**config.mk**
```make
export PLATFORM = sky130hd
export DESIGN_NAME = hdx_tx_collision_ctrl
export DESIGN_NICKNAME = d
export VERILOG_FILES = /design/src/rtl/hdx_pkg.sv /design/src/rtl/hdx_lfsr.sv /design/src/rtl/hdx_backoff_draw.sv /design/src/rtl/hdx_tx_collision_ctrl.sv
export SDC_FILE = /design/constraint.sdc
export NUM_CORES = 1
export LEC_CHECK = 0
export BUFFER_PORTS_ARGS = -buffer_cell sky130_fd_sc_hd__buf_2
export CORE_UTILIZATION = 60
export DETAILED_ROUTE_END_ITERATION = 6
export PLACE_DENSITY = 0.79
export SLEW_MARGIN = 20
export SYNTH_ARGS = -nofsm -noshare
export SYNTH_HDL_FRONTEND = slang
export SYNTH_SLANG_ARGS = --single-unit
```
**constraint.sdc**
```tcl
create_clock -name clk -period 3.3 [get_ports clk]
set_input_delay 0.66 -clock clk [delete_from_list [all_inputs] [get_ports clk]]
set_output_delay 0.66 -clock clk [all_outputs]
set_load 0.01 [all_outputs]
```
**src/rtl/hdx_pkg.sv**
```systemverilog
package hdx_pkg;

    typedef enum logic [1:0] {
        ST_IDLE    = 2'd0,
        ST_SEND    = 2'd1,
        ST_JAM     = 2'd2,
        ST_BACKOFF = 2'd3
    } hdx_state_e;

    typedef struct packed {
        logic sent;
        logic late_col;
        logic retry_lim;
        logic underrun;
        logic bad_crc;
        logic pop;
    } hdx_events_t;

endpackage

```
**src/rtl/hdx_lfsr.sv**
```systemverilog
module hdx_lfsr #(
    parameter int            W    = 16,
    parameter logic [W-1:0]  TAPS = 16'hB400,
    parameter logic [W-1:0]  SEED = 16'hACE1
) (
    input  logic         clk,
    input  logic         rst_n,
    output logic [W-1:0] value
);
    logic [W-1:0] state_d, state_q;

    always_comb begin
        state_d = state_q >> 1;
        if (state_q[0]) begin
            state_d = state_d ^ TAPS;
        end
    end

    always_ff @(posedge clk) begin
        if (!rst_n) begin
            state_q <= SEED;
        end else begin
            state_q <= state_d;
        end
    end

    assign value = state_q;

    // the register must never reach the all-zero lock-up value
    a_r5_lfsr_nonzero: assert property (@(posedge clk) disable iff (!rst_n)
        state_q != '0);
endmodule

```
**src/rtl/hdx_backoff_draw.sv**
```systemverilog
module hdx_backoff_draw #(
    parameter int ATT_W  = 5,
    parameter int RND_W  = 16,
    parameter int CAP    = 10
) (
    input  logic [ATT_W-1:0] attempt,
    input  logic [RND_W-1:0] rnd,
    output logic [CAP-1:0]   slots
);
    logic [CAP-1:0] mask;

    // bit i of the mask is open once the attempt number exceeds i,
    // which yields 2^min(attempt,CAP)-1
    for (genvar i = 0; i < CAP; i++) begin : g_mask
        assign mask[i] = (attempt > ATT_W'(i));
    end

    assign slots = rnd[CAP-1:0] & mask;
endmodule

```
**src/rtl/hdx_tx_collision_ctrl.sv**
```systemverilog
module hdx_tx_collision_ctrl #(
    parameter int SLOT_BITS    = 512,
    parameter int JAM_BITS     = 32,
    parameter int MAX_ATTEMPTS = 16,
    parameter int BACKOFF_CAP  = 10,
    parameter int LFSR_W       = 16,
    localparam int ATT_W       = $clog2(MAX_ATTEMPTS + 1)
) (
    input  logic             clk,
    input  logic             rst_n,
    input  logic             full_duplex,
    input  logic             frame_req,
    input  logic             bit_tick,
    input  logic             col,
    input  logic             dp_done,
    input  logic             dp_underrun,
    output logic             tx_en,
    output logic             jam_en,
    output logic             bad_crc,
    output logic             frame_pop,
    output logic             ev_sent,
    output logic             ev_late_col,
    output logic             ev_retry_lim,
    output logic             ev_underrun,
    output logic [ATT_W-1:0] attempts
);
    import hdx_pkg::*;

    localparam int SLOT_W = $clog2(SLOT_BITS + 1);
    localparam int JAM_W  = (JAM_BITS > 1) ? $clog2(JAM_BITS) : 1;

    typedef struct packed {
        hdx_state_e         state;
        logic [SLOT_W-1:0]  bit_cnt;
        logic [JAM_W-1:0]   jam_cnt;
        logic [BACKOFF_CAP-1:0] slots_left;
        logic [ATT_W-1:0]   attempts;
        hdx_events_t        ev;
    } ctrl_t;

    ctrl_t cur_q, nxt_d;

    logic [LFSR_W-1:0]      rnd;
    logic [BACKOFF_CAP-1:0] draw_slots;

    hdx_lfsr #(.W(LFSR_W)) u_lfsr (
        .clk   (clk),
        .rst_n (rst_n),
        .value (rnd)
    );

    hdx_backoff_draw #(.ATT_W(ATT_W), .RND_W(LFSR_W), .CAP(BACKOFF_CAP)) u_draw (
        .attempt (cur_q.attempts),
        .rnd     (rnd),
        .slots   (draw_slots)
    );

    logic in_window;
    assign in_window = (cur_q.bit_cnt < SLOT_W'(SLOT_BITS));

    always_comb begin
        nxt_d    = cur_q;
        nxt_d.ev = '0;
        unique case (cur_q.state)
            ST_IDLE: begin
                if (frame_req) begin
                    nxt_d.state    = ST_SEND;
                    nxt_d.bit_cnt  = '0;
                    nxt_d.attempts = ATT_W'(1);
                end
            end
            ST_SEND: begin
                if (bit_tick && in_window) begin
                    nxt_d.bit_cnt = cur_q.bit_cnt + 1'b1;
                end
                if (dp_underrun) begin
                    nxt_d.ev.underrun = 1'b1;
                    nxt_d.ev.bad_crc  = 1'b1;
                    nxt_d.ev.pop      = 1'b1;
                    nxt_d.state       = ST_IDLE;
                    nxt_d.attempts    = '0;
                end else if (col && !full_duplex) begin
                    if (in_window) begin
                        nxt_d.state   = ST_JAM;
                        nxt_d.jam_cnt = '0;
                    end else begin
                        nxt_d.ev.late_col = 1'b1;
                        nxt_d.ev.bad_crc  = 1'b1;
                        nxt_d.ev.pop      = 1'b1;
                        nxt_d.state       = ST_IDLE;
                        nxt_d.attempts    = '0;
                    end
                end else if (dp_done) begin
                    nxt_d.ev.sent  = 1'b1;
                    nxt_d.ev.pop   = 1'b1;
                    nxt_d.state    = ST_IDLE;
                    nxt_d.attempts = '0;
                end
            end
            ST_JAM: begin
                if (bit_tick) begin
                    if (cur_q.jam_cnt == JAM_W'(JAM_BITS - 1)) begin
                        if (cur_q.attempts == ATT_W'(MAX_ATTEMPTS)) begin
                            nxt_d.ev.retry_lim = 1'b1;
                            nxt_d.ev.pop       = 1'b1;
                            nxt_d.state        = ST_IDLE;
                            nxt_d.attempts     = '0;
                        end else begin
                            nxt_d.state      = ST_BACKOFF;
                            nxt_d.slots_left = draw_slots;
                            nxt_d.bit_cnt    = '0;
                        end
                    end else begin
                        nxt_d.jam_cnt = cur_q.jam_cnt + 1'b1;
                    end
                end
            end
            ST_BACKOFF: begin
                if (cur_q.slots_left == '0) begin
                    nxt_d.state    = ST_SEND;
                    nxt_d.bit_cnt  = '0;
                    nxt_d.attempts = cur_q.attempts + 1'b1;
                end else if (bit_tick) begin
                    if (cur_q.bit_cnt == SLOT_W'(SLOT_BITS - 1)) begin
                        nxt_d.bit_cnt    = '0;
                        nxt_d.slots_left = cur_q.slots_left - 1'b1;
                    end else begin
                        nxt_d.bit_cnt = cur_q.bit_cnt + 1'b1;
                    end
                end
            end
            default: nxt_d.state = ST_IDLE;
        endcase
    end

    always_ff @(posedge clk) begin
        if (!rst_n) begin
            cur_q <= '0;
        end else begin
            cur_q <= nxt_d;
        end
    end

    assign tx_en        = (cur_q.state == ST_SEND);
    assign jam_en       = (cur_q.state == ST_JAM);
    assign bad_crc      = cur_q.ev.bad_crc;
    assign frame_pop    = cur_q.ev.pop;
    assign ev_sent      = cur_q.ev.sent;
    assign ev_late_col  = cur_q.ev.late_col;
    assign ev_retry_lim = cur_q.ev.retry_lim;
    assign ev_underrun  = cur_q.ev.underrun;
    assign attempts     = cur_q.attempts;

    // a transmission begun from idle is always the first attempt
    a_r2_first_attempt: assert property (@(posedge clk) disable iff (!rst_n)
        ($rose(tx_en) && $past(!jam_en) && $past(attempts) == '0) |-> attempts == ATT_W'(1));

    // a clean finish never corrupts the CRC and leaves transmission
    a_r3_clean_finish: assert property (@(posedge clk) disable iff (!rst_n)
        ev_sent |-> (frame_pop && !bad_crc && !tx_en));

    // a jam only follows a collision seen inside the slot window
    a_r4_jam_in_window: assert property (@(posedge clk) disable iff (!rst_n)
        $rose(jam_en) |-> ($past(tx_en) && $past(col)));

    // the attempt number never exceeds the limit
    a_r5_attempt_bound: assert property (@(posedge clk) disable iff (!rst_n)
        attempts <= ATT_W'(MAX_ATTEMPTS));

    // a late collision truncates without a jam
    a_r6_late_truncates: assert property (@(posedge clk) disable iff (!rst_n)
        ev_late_col |-> (bad_crc && frame_pop && !jam_en && $past(col)));

    // the drop at the attempt limit follows a jam and keeps the CRC intact
    a_r7_limit_drop: assert property (@(posedge clk) disable iff (!rst_n)
        ev_retry_lim |-> (frame_pop && !bad_crc && $past(jam_en)));

    // an underrun always poisons the fragment
    a_r8_underrun_poison: assert property (@(posedge clk) disable iff (!rst_n)
        ev_underrun |-> (bad_crc && frame_pop && $past(dp_underrun)));

    // no jam ever starts from a full-duplex collision
    a_r9_fd_no_jam: assert property (@(posedge clk) disable iff (!rst_n)
        $rose(jam_en) |-> !$past(full_duplex));

    // at most one outcome event per cycle
    a_r1_single_event: assert property (@(posedge clk) disable iff (!rst_n)
        $onehot0({ev_sent, ev_late_col, ev_retry_lim, ev_underrun}));
endmodule

```
=== Word-level counts from Yosys, hierarchy flattened ===
Index checks and enable logic that the tools add are counted.

* Register bits after elaboration: 54
* Input port bits: 8
* Output and inout bits: 13
* Logic and storage cells: 117

* $add $sub $neg: 4
* Order comparisons: 11
* Equality and inequality tests: 23
* Multiplexer cells: 46
* Bitwise logic cells: 5
* Reduce and logical (&&, ||, !) cells: 16

{| class="wikitable"
|+ Operators with widths
! cell !! number
|-
| $mux W10 || 9
|-
| $mux W5 || 10
|-
| $pmux W12 S4 || 1
|-
| $mux W32 || 1
|-
| $mux W12 || 2
|-
| $gt A5 B3 Y1 const B || 4
|-
| $pmux W10 S2 || 1
|-
| $pmux W5 S4 || 1
|-
| $ne A2 B2 Y1 const B || 9
|-
| $mux W16 || 1
|-
| $mux W2 || 8
|-
| $mux W15 || 1
|-
| $reduce_and A7 Y1 || 2
|-
| $reduce_and A6 Y1 || 2
|-
| $add A10 B1 Y10 const B || 1
|-
| $add A5 B1 Y5 const B || 2
|-
| $and A10 B10 Y10 || 1
|-
| $eq A10 B9 Y1 const B || 1
|-
| $eq A5 B5 Y1 const B || 2
|-
| $gt A5 B1 Y1 const B || 2
|-
| $gt A5 B2 Y1 const B || 2
|-
| $gt A5 B4 Y1 const B || 2
|-
| $logic_not A10 Y1 || 1
|-
| $lt A10 B10 Y1 const B || 1
|-
| 20 further kinds || 38
|}

=== Depth between registers and ports, before layout ===
* Depth in word-level cells: 6
* Mapped depth: 9
* Gate-level depth less buffers: 8

=== Cells and area by module ===
Synthesis repeated with hierarchy kept, for this count alone.

* Cells, all modules: 347
* Area total of the unflattened synthesis: 2962.8 µm²

{| class="wikitable"
|+ By module, submodules not included
! module !! times used !! cells an instance !! area each (µm²) !! sequential area each (µm²)
|-
| hdx_tx_collision_ctrl || 1 || 280 || 2290.9 || 760.7
|-
| hdx_lfsr || 1 || 49 || 550.5 || 320.3
|-
| hdx_backoff_draw || 1 || 18 || 121.4 || 0.0
|}

=== Least setup slack after synthesis ===
Ideal clock, no wire load.

* Path kind: flip-flop to flip-flop
* From: register cur_q[11] (netlist name)
* To: register cur_q[11] (netlist name)
* Setup time: 95 ps
* Arrival time: 2265 ps
* Required time: 3205 ps
* Slack: 940 ps
* Cell stages (with the launch flop): 9
* Buffers on the path: 1
* Clock period less this slack: 2360 ps
* Cells stage by stage: dfxtp_1 -> inv_1 -> ha_1 -> or3b_2 -> buf_2 -> o41ai_4 -> o41ai_1 -> nand2_1 -> a221oi_1

* Cells in the longest elaborated chain, start to end: 5
* Elaborated cells on any way between the ends: 8
* Classes of those cells: 1 x add/sub; 1 x eq/ne; 4 x mux; 2 x reduce/logical

{| class="wikitable"
|+ Ends and longest elaborated chain
! item !! line !! source
|-
| start, declared || hdx_tx_collision_ctrl.sv:41 || <nowiki>ctrl_t cur_q, nxt_d;</nowiki>
|-
| start signal, assigned || hdx_tx_collision_ctrl.sv:140 || <nowiki>cur_q <= nxt_d;</nowiki>
|-
| $sub A10 B1 Y10 || hdx_tx_collision_ctrl.sv:126 || <nowiki>nxt_d.slots_left = cur_q.slots_left - 1'b1;</nowiki>
|-
| $mux W10 || hdx_tx_collision_ctrl.sv:124 || <nowiki>if (cur_q.bit_cnt == SLOT_W'(SLOT_BITS - 1)) begin</nowiki>
|-
| $mux W10 || hdx_tx_collision_ctrl.sv:123 || <nowiki>end else if (bit_tick) begin</nowiki>
|-
| $mux W10 || hdx_tx_collision_ctrl.sv:119 || <nowiki>if (cur_q.slots_left == '0) begin</nowiki>
|-
| $pmux W10 S2 || hdx_tx_collision_ctrl.sv:64 || <nowiki>unique case (cur_q.state)</nowiki>
|}

Several ways; a longest one is shown, not always the timed one. The select of a mux whose other input is x is not followed.
A chain may end at the register's enable or synchronous reset.

=== Worst setup path in the final report ===
Same ends and word-level chain as after synthesis.

==> impl_metrics.csv <==
group,metric,value,unit
run_status,status,"finished clean",
layout,multi_input_area,1700,sq um
critical_path,critPathKind,"reg -> reg",
worst_hold_path,holdCritPathClass,"reg -> reg",
critical_path,cpLargestDelayFamily,"compound AO/OA/AOI/OAI gates",
critical_path,max_stage_delay,0.82,ns
yosys,netlist_instances,347,
clocking,path_clk_slew,0.10,ns
sta,fin_skew,0.0103,ns
flow_run,maxCapViolCount,0,
sta,rsz0062_at_grt,"false",
layout,seq_area,1080,sq um
critical_path,start_kind,"flop",
clocking,clock-root-buffer,"clkbuf_8",
clocking,cts_hold_buf,0,
yosys,async_flop_share,0,%
clocking,clk_path_buf_depth,2,
layout,drive_above_1_share,13.6,%
route,via_per_inst,6.11,
route,post_drt_wl_per_cell,15.1,microns
sta,setup_tns,0,ns
clocking,cts_tree,"done",
pwr,ir_worst_vdd,0.000337,V
place,dpl.hpwl,4.54,mm
critical_path,cp-end-kind,"flop",
clocking,cts.sinks,54,
yosys,synth_flop_cell,"dfxtp_1",
global_route,antenna_found_initial,0,
floorplanning,num_rows,25,
yosys,ys_seq_elements,54,
route,wirelength,6.45,mm
layout,post-route-cell-area,3160,sq um
sta,finalSetupViolCount,0,
sta,period_needed,2.80,ns
place,place_area,3060,sq um
global_route,grt_start_max_net_pins,38,
global_route,grt_pass1_vias,2335,
layout,syn2layout_area_growth,7.71,%
clocking,cts_resized,0,
floorplanning,initial_core_util,62.2,%
floorplanning,die-area,5180,sq um
critical_path,crit_path_top_delay_cell,"o41ai_1",
floorplanning,core-area,4720,sq um
place,io_buffers,20,
sta,hold_viol_final,0,
route,dr.pass1.iters,4,
place,gp_congestion,0.853,
yosys,synth_cell_types,62,
global_route,grt_overflow_total,0,
yosys,syn_area,2940,sq um
pwr,power.density,391,nW/um^2
global_route,grt_pass1_wl,10.8,mm
pwr,p_total,1.24,mW
sta,finalCritPeriodShare,84.9,%
floorplanning,num_io_pins,21,
clocking,cts_buffers,5,
route,route.detailed.drc,0,
route,postRouteAntennaNets,0,
yosys,synth_edf_count,0,
clocking,clk_latency,0.31,ns
floorplanning,die_y,72.0,microns
yosys,avgSynthCellArea,8.47,sq um
layout,fillers,374,
critical_path,crit_fanout,8,
yosys,yosys_warnings,0,
sta,worst-slew-pin-transition,1.06,ns
layout,num_antenna_cells,0,
route,num_vias,2604,
clocking,cts_setup_buffers,0,
global_route,grt.total_usage,26.3,%
critical_path,crit_chain,"inv_1 > ha_1 > or3b_2 > o41ai_4 > o41ai_1 > nand2_1 > a221oi_1",
sta,finalMaxSlewViolations,0,
layout,nets,378,
critical_path,cp_data_required_time,3.52,ns
yosys,syn_nets,367,
sta,fmax,357,MHz
critical_path,path_buf_inv,1,
floorplanning,die_w,72.0,microns
pwr,leakagePower,1.21,nW
clocking,htreeDepth,2,
route,drtIter0Drc,184,
yosys,ys_seq_area_share,36.8,%
sta,slew_headroom,28.7,%
critical_path,worstPathArrival,3.02,ns
==> layer usage <==
metal  wire length, microns  vias up  GRT usage [%]
met5                      0        -              0
met2                   3070       81           43.9
li1                       -     1296              -
met3                    326        9           5.69
met4                     97        0           6.75
met1                   2950     1218           34.8
==> final timing paths <==
check	from	depth (start not counted)	slack, ns	end
setup / recovery	cur_q[11]	7	0.50	cur_q[11]
hold / removal	u_lfsr.value[12]	1	0.41	u_lfsr.value[11]
setup reg to reg	cur_q[11]	7	0.50	cur_q[11]
hold reg to reg	u_lfsr.value[12]	1	0.41	u_lfsr.value[11]
==> logic make-up after synthesis <==
kind of cell	share of synthesized area, %
AND/OR/NAND/NOR	26.7
AO/OA/AOI/OAI	23.6
flip-flops	36.8
buffers and inverters	5.32
adder cells (fa/ha/maj)	5.11
XOR/XNOR	1.79
multiplexers	0.724
==> report_power, final <==
group          internal [mW]  switching [mW]  total (mW)
sequential             0.671          0.0145       0.686
combinational         0.0582          0.0897       0.148
clock                  0.193           0.212       0.404
total                  0.922           0.316        1.24
==> area by class of cell <==
cell class,count,share of cell area (%)
multi-input combinational,257,53.7
sequential,54,34.2
timing repair buffer,25,4.35
clock buffer,7,3.04
tap,67,2.65
inverter,15,1.78
clock inverter,1,0.277
==> placed cells by master (no fill, tap or decap), types with 5 or more instances in the layout <==
master,synthesis,final
nor2_1,17,17
clkbuf_8,0,7
nand4_1,5,5
a211oi_1,6,6
inv_1,14,14
and3_1,5,5
buf_2,2,20
nand3_1,15,15
a21oi_1,18,18
dfxtp_1,54,54
nand2b_1,15,15
buf_4,5,5
nor3_1,6,6
a31oi_1,5,5
o31ai_1,6,6
nand3b_1,7,7
nand2_1,38,38
o21ai_0,18,18
ha_1,12,12
and2_1,6,6
nor4_1,6,6
==> metrics by stage <==
step | setup slack (ns) | util [%] | cells | hold slack (ns)
after CTS | 0.511 | 67.0 | 426 | 0.415
final | 0.498 | 67.0 | 426 | 0.414
after detailed placement | 0.557 | 64.8 | 418 | 0.392
after global placement | 0.669 | 64.8 | 418 | 0.389
after floorplan | 0.940 | - | 347 | 0.386
after global routing | 0.339 | 67.0 | 426 | 0.438
==> state kept, by name, indices dropped and copies added, names as in the netlist <==
| name | flops |
|---|---|
| u_lfsr.value | 16 |
| cur_q | 27 |
| ev_retry_lim | 1 |
| ev_sent | 1 |
| ev_late_col | 1 |
| ev_underrun | 1 |
| frame_pop | 1 |
| bad_crc | 1 |
| attempts | 5 |
==> cells in the mapped netlist (3+ instances only) <==
cell type  count  area, sq um
a211oi_1       6         45.0
a21boi_0       3         22.5
a21oi_1       18         90.1
a31o_2         4         35.0
a31oi_1        5         31.3
and2_1         6         37.5
and3_1         5         31.3
buf_4          5         37.5
clkbuf_1      14         52.6
dfxtp_1       54         1080
ha_1          12          150
inv_1         14         52.6
nand2_1       38          143
nand2b_1      15         93.8
nand3_1       15         75.1
nand3b_1       7         52.6
nand4_1        5         31.3
nand4b_1       3         26.3
nor2_1        17         63.8
nor2b_1        4         25.0
nor3_1         6         30.0
nor4_1         6         37.5
o21ai_0       18         90.1
o22ai_1        3         18.8
o311ai_0       3         26.3
o31ai_1        6         45.0
or3_1          4         25.0
xnor2_1        3         26.3
xor2_1         3         26.3
Power figures use the tool's default switching activity.
